<file path="src/rtl/devaddr_pkg.sv">
package devaddr_pkg;

    localparam int REG_W   = 32;
    localparam int ADR_W   = 7;
    localparam int ADR_LSB = 25;
    localparam int PEND_POS = 24;

    typedef logic [ADR_W-1:0] dev_adr_t;

    typedef struct packed {
        dev_adr_t active;
        dev_adr_t staged;
        logic     pending;
    } adr_state_t;

    typedef struct packed {
        logic in_ack;
        logic out_rx;
        logic setup_rx;
    } ep0_evt_t;

    typedef struct packed {
        logic     valid;
        dev_adr_t addr;
        logic     defer;
    } adr_write_t;

    localparam adr_state_t STATE_RESET = '{active: '0, staged: '0, pending: 1'b0};

    function automatic logic [REG_W-1:0] pack_read(dev_adr_t a, logic p);
        logic [REG_W-1:0] r;
        r = '0;
        r[ADR_LSB +: ADR_W] = a;
        r[PEND_POS]         = p;
        return r;
    endfunction

endpackage

</file>
<file path="src/rtl/devaddr_evt_resolve.sv">
module devaddr_evt_resolve
    import devaddr_pkg::*;
(
    input  adr_state_t cur,
    input  ep0_evt_t   evt,
    output adr_state_t nxt
);
    always_comb begin
        nxt = cur;
        if (cur.pending) begin
            if (evt.in_ack) begin
                nxt.active  = cur.staged;
                nxt.pending = 1'b0;
            end else if (evt.out_rx || evt.setup_rx) begin
                nxt.pending = 1'b0;
            end
        end
    end
endmodule

</file>
<file path="src/rtl/devaddr_wr_apply.sv">
module devaddr_wr_apply
    import devaddr_pkg::*;
(
    input  adr_state_t cur,
    input  adr_write_t wr,
    output adr_state_t nxt
);
    always_comb begin
        nxt = cur;
        if (wr.valid) begin
            if (wr.defer || cur.pending) begin
                nxt.staged  = wr.addr;
                nxt.pending = 1'b1;
            end else begin
                nxt.active = wr.addr;
            end
        end
    end
endmodule

</file>
<file path="src/rtl/devaddr_reg.sv">
module devaddr_reg
    import devaddr_pkg::*;
(
    input  logic             clk,
    input  logic             rst,
    input  logic             bus_rst,
    input  logic             reg_wr,
    input  logic [REG_W-1:0] reg_wdata,
    input  logic             ep0_in_ack,
    input  logic             ep0_out,
    input  logic             ep0_setup,
    output logic [ADR_W-1:0] dev_addr,
    output logic [REG_W-1:0] reg_rdata
);
    adr_state_t state_q;
    adr_state_t after_evt;
    adr_state_t after_wr;
    ep0_evt_t   evt;
    adr_write_t wr;
    logic       unused_low_bits;

    assign evt = '{in_ack: ep0_in_ack, out_rx: ep0_out, setup_rx: ep0_setup};
    assign wr  = '{valid: reg_wr,
                   addr:  reg_wdata[ADR_LSB +: ADR_W],
                   defer: reg_wdata[PEND_POS]};
    assign unused_low_bits = ^reg_wdata[PEND_POS-1:0];

    // endpoint events resolve first, the register write lands on the result
    devaddr_evt_resolve evt_i (
        .cur (state_q),
        .evt (evt),
        .nxt (after_evt)
    );

    devaddr_wr_apply wr_i (
        .cur (after_evt),
        .wr  (wr),
        .nxt (after_wr)
    );

    always_ff @(posedge clk) begin
        if (rst || bus_rst) begin
            state_q <= STATE_RESET;
        end else begin
            state_q <= after_wr;
        end
    end

    assign dev_addr  = state_q.active;
    assign reg_rdata = pack_read(state_q.active, state_q.pending);

endmodule

</file>
<file path="config.mk">
export PLATFORM = sky130hd
export DESIGN_NAME = devaddr_reg
export DESIGN_NICKNAME = d
export VERILOG_FILES = /design/src/rtl/devaddr_pkg.sv /design/src/rtl/devaddr_evt_resolve.sv /design/src/rtl/devaddr_wr_apply.sv /design/src/rtl/devaddr_reg.sv
export SDC_FILE = /design/constraint.sdc
export NUM_CORES = 1
export LEC_CHECK = 0
export ABC_AREA = 1
export BUFFER_PORTS_ARGS = -buffer_cell sky130_fd_sc_hd__clkbuf_2
export CAP_MARGIN = 20
export CORE_MARGIN = 1.5
export CORE_UTILIZATION = 36
export DETAILED_ROUTE_END_ITERATION = 7
export GPL_ROUTABILITY_DRIVEN = 0
export PLACE_DENSITY = 0.87
export SYNTH_ARGS = -nofsm -noshare
export SYNTH_HDL_FRONTEND = slang
export SYNTH_SLANG_ARGS = --single-unit
export TNS_END_PERCENT = 100
</file>
<file path="constraint.sdc">
create_clock -name clk -period 1.07 [get_ports clk]
set_input_delay 0.0535 -clock clk [delete_from_list [all_inputs] [get_ports clk]]
set_output_delay 0.0535 -clock clk [all_outputs]
set_load 0.03 [all_outputs]
</file>
==> flow_summary_export.csv <==
group,metric,value,unit
timing,final_hold_viol_count,0,
die,die_w,57.8,µm
power_and_ir_drop,ir_worst_vdd,0.381,mV
detailed_routing,dr.pass1.iters,6,
clocking,clock-root-buffer,"clkbuf_4",
place,place_hpwl,1300,µm
setup_path,start_kind,"register",
outcome,violations,"design-rule violations",
run,drv_cap,0,
detailed_routing,vias,915,
detailed_routing,ant_nets,0,
finish,area_growth,9.84,%
synth,ys_ff_latch,15,
timing,slew_viol_final,0,
detailed_routing,wl,2010,µm
timing,setup_violations,0,
global_routing,grt_max_degree,16,
worst_hold_path,hp-class,"input pin to register",
synth,yosysSeqAreaShare,27.8,%
finish,ff_latch_area,304,µm²
global_routing,grt_util_all_layers,10.7,%
die,start_util,38.5,%
place,post-place-ws,0.0528,ns
finish,fillers,299,
synth,syn_area_per_cell,6.93,µm²
place,port_buffers,29,
timing,finalCritPeriodShare,98.8,%
detailed_routing,wl_met1,775,µm
detailed_routing,vias_per_cell,4.34,
die,core,0.00281,mm²
finish,multiInputGateArea,569,µm²
die,ioPinCount,78,
synth,syn_area,0.00108,mm²
place,place_area,0.00107,mm²
timing,clock.fmax,0.946,GHz
timing,setup_slack,0.0126,ns
clocking,cts_tree,"built",
detailed_routing,dr_wl_met2,986,µm
clocking,clockBufferDepth,2,
detailed_routing,wl_met3,156,µm
timing,fin_hold_ws,0.0107,ns
power_and_ir_drop,leakagePower,0.654,nW
timing,rsz0062_at_grt,"true",
setup_path,worstPathMaxFanout,7,
die,rows,19,
finish,final_area,0.00119,mm²
setup_path,critPathKind,"register to register",
finish,antenna_cells,0,
clocking,cts_setup_buffers,0,
synth,yosysWarnings,0,
timing,finClkSkew,0.00327,ns
global_routing,grt_pass1_wl,2800,µm
timing,min_period,1.06,ns
setup_path,arrival,1.24,ns
clocking,cts.sinks,15,
setup_path,critPathRequiredTime,1.25,ns
die,die_y,57.8,µm
clocking,cts_buffers,3,
finish,fin_nets,220,
power_and_ir_drop,powerDensity,1070,mW/mm²
outcome,outcome,"finished with violations",
detailed_routing,drc,4,
finish,utilization,42.3,%
clocking,clkLatencyLatePin,0.29,ns
global_routing,first_global_vias,695,
synth,yosysUniqueCellTypes,18,
finish,instances_no_fill,211,
clocking,htreeDepth,1,
die,die_area,0.00334,mm²
global_routing,grt_overflow,0,
power_and_ir_drop,finalPower,1.28,mW
synth,syn_inst,156,
clocking,clkTransAtPathRegs,0.09,ns
detailed_routing,wl_per_cell,9.50,µm
detailed_routing,top_layer_used,"met4",
global_routing,antenna_found_initial,0,
timing,tns,0,ns
finish,drive_above_1_share,31.1,%
detailed_routing,drt_first_iter_violations,36,
setup_path,end_kind,"register",
place,placedCellCount,205,
-- layout by cell type, fill, tap and decap left out --
cell             n
clkbuf_2        28
nand3_4          2
dfxtp_1         14
nand3_2          7
nor2_4           1
nand2_1         36
conb_1          24
clkbuf_4         3
clkinvlp_4       1
nand2_2          1
dlymetal6s4s_1   1
nand2_4          2
clkbuf_1         1
dfxtp_4          1
nor2_1          23
nand3_1          7
nand2_8          1
a21boi_0         1
inv_1           14
buf_4            4
a21oi_1          3
a21oi_2          4
inv_4            1
-- final timing paths --
kind                            cells after the start           from  slack (ns)          end
worst max register to register                      6  reg_rdata[24]        0.01   state_q[4]
worst min-delay path                                3  reg_wdata[27]        0.01  dev_addr[2]
worst max-delay path                                6  reg_rdata[24]        0.01   state_q[4]
worst min register to register                      2     state_q[6]        0.49   state_q[6]
-- metal layers --
metal	vias up	global-route usage, %
met5	-	0
met4	0	7.64
met3	9	1.34
met2	51	17.4
met1	386	13.0
li1	469	-
-- worst max-delay path, cell delays in order, from the launching register on --
cell	delay (ns)
dfxtp_4	0.37
inv_4	0.05
nor2_4	0.03
nand2_4	0.14
nand2_4	0.12
a21oi_2	0.17
nor2_1	0.06
-- state kept, by name, indices dropped and copies added (netlist names) --
name       flops
reg_rdata      1
dev_addr       7
state_q        7
-- layout make-up --
cell class,instances,share of cell area [%]
Inverter,16,5.58
Clock buffer,4,2.21
Tap cell,31,3.27
Multi-Input combinational cell,112,47.9
Timing Repair Buffer,33,15.4
Sequential cell,15,25.6
-- cells in the mapped netlist (all sizes together) --
master,count,area share [%]
conb,1,0.35
nand2,39,15
a21oi,7,4.6
clkbuf,1,1.3
nor2,24,9.0
nand3,15,8.1
dfxtp,15,28
buf,37,27
a21boi,1,0.69
inv,16,5.8
-- kinds of logic after synthesis --
logic type	after synthesis	share of synthesized area, %
and+or+nand+nor	78	32.1
AOI/OAI and AO/OA	8	5.32
DFF	15	27.8
buffers and inverters	54	34.5
other	1	0.347
-- what timing repair did --
action	4_1_cts	5_1_grt
hold buffers	1	0
gates resized for setup	0	12
setup endpoints to repair	0	14
hold endpoints to repair	1	0
-- power breakdown --
| group | total [mW] | switching, mW | internal (mW) |
|---|---|---|---|
| Clock | 0.329 | 0.184 | 0.145 |
| Combinational | 0.358 | 0.271 | 0.0873 |
| Sequential | 0.588 | 0.0131 | 0.575 |
No activity file was read; power rests on OpenSTA's default activity.
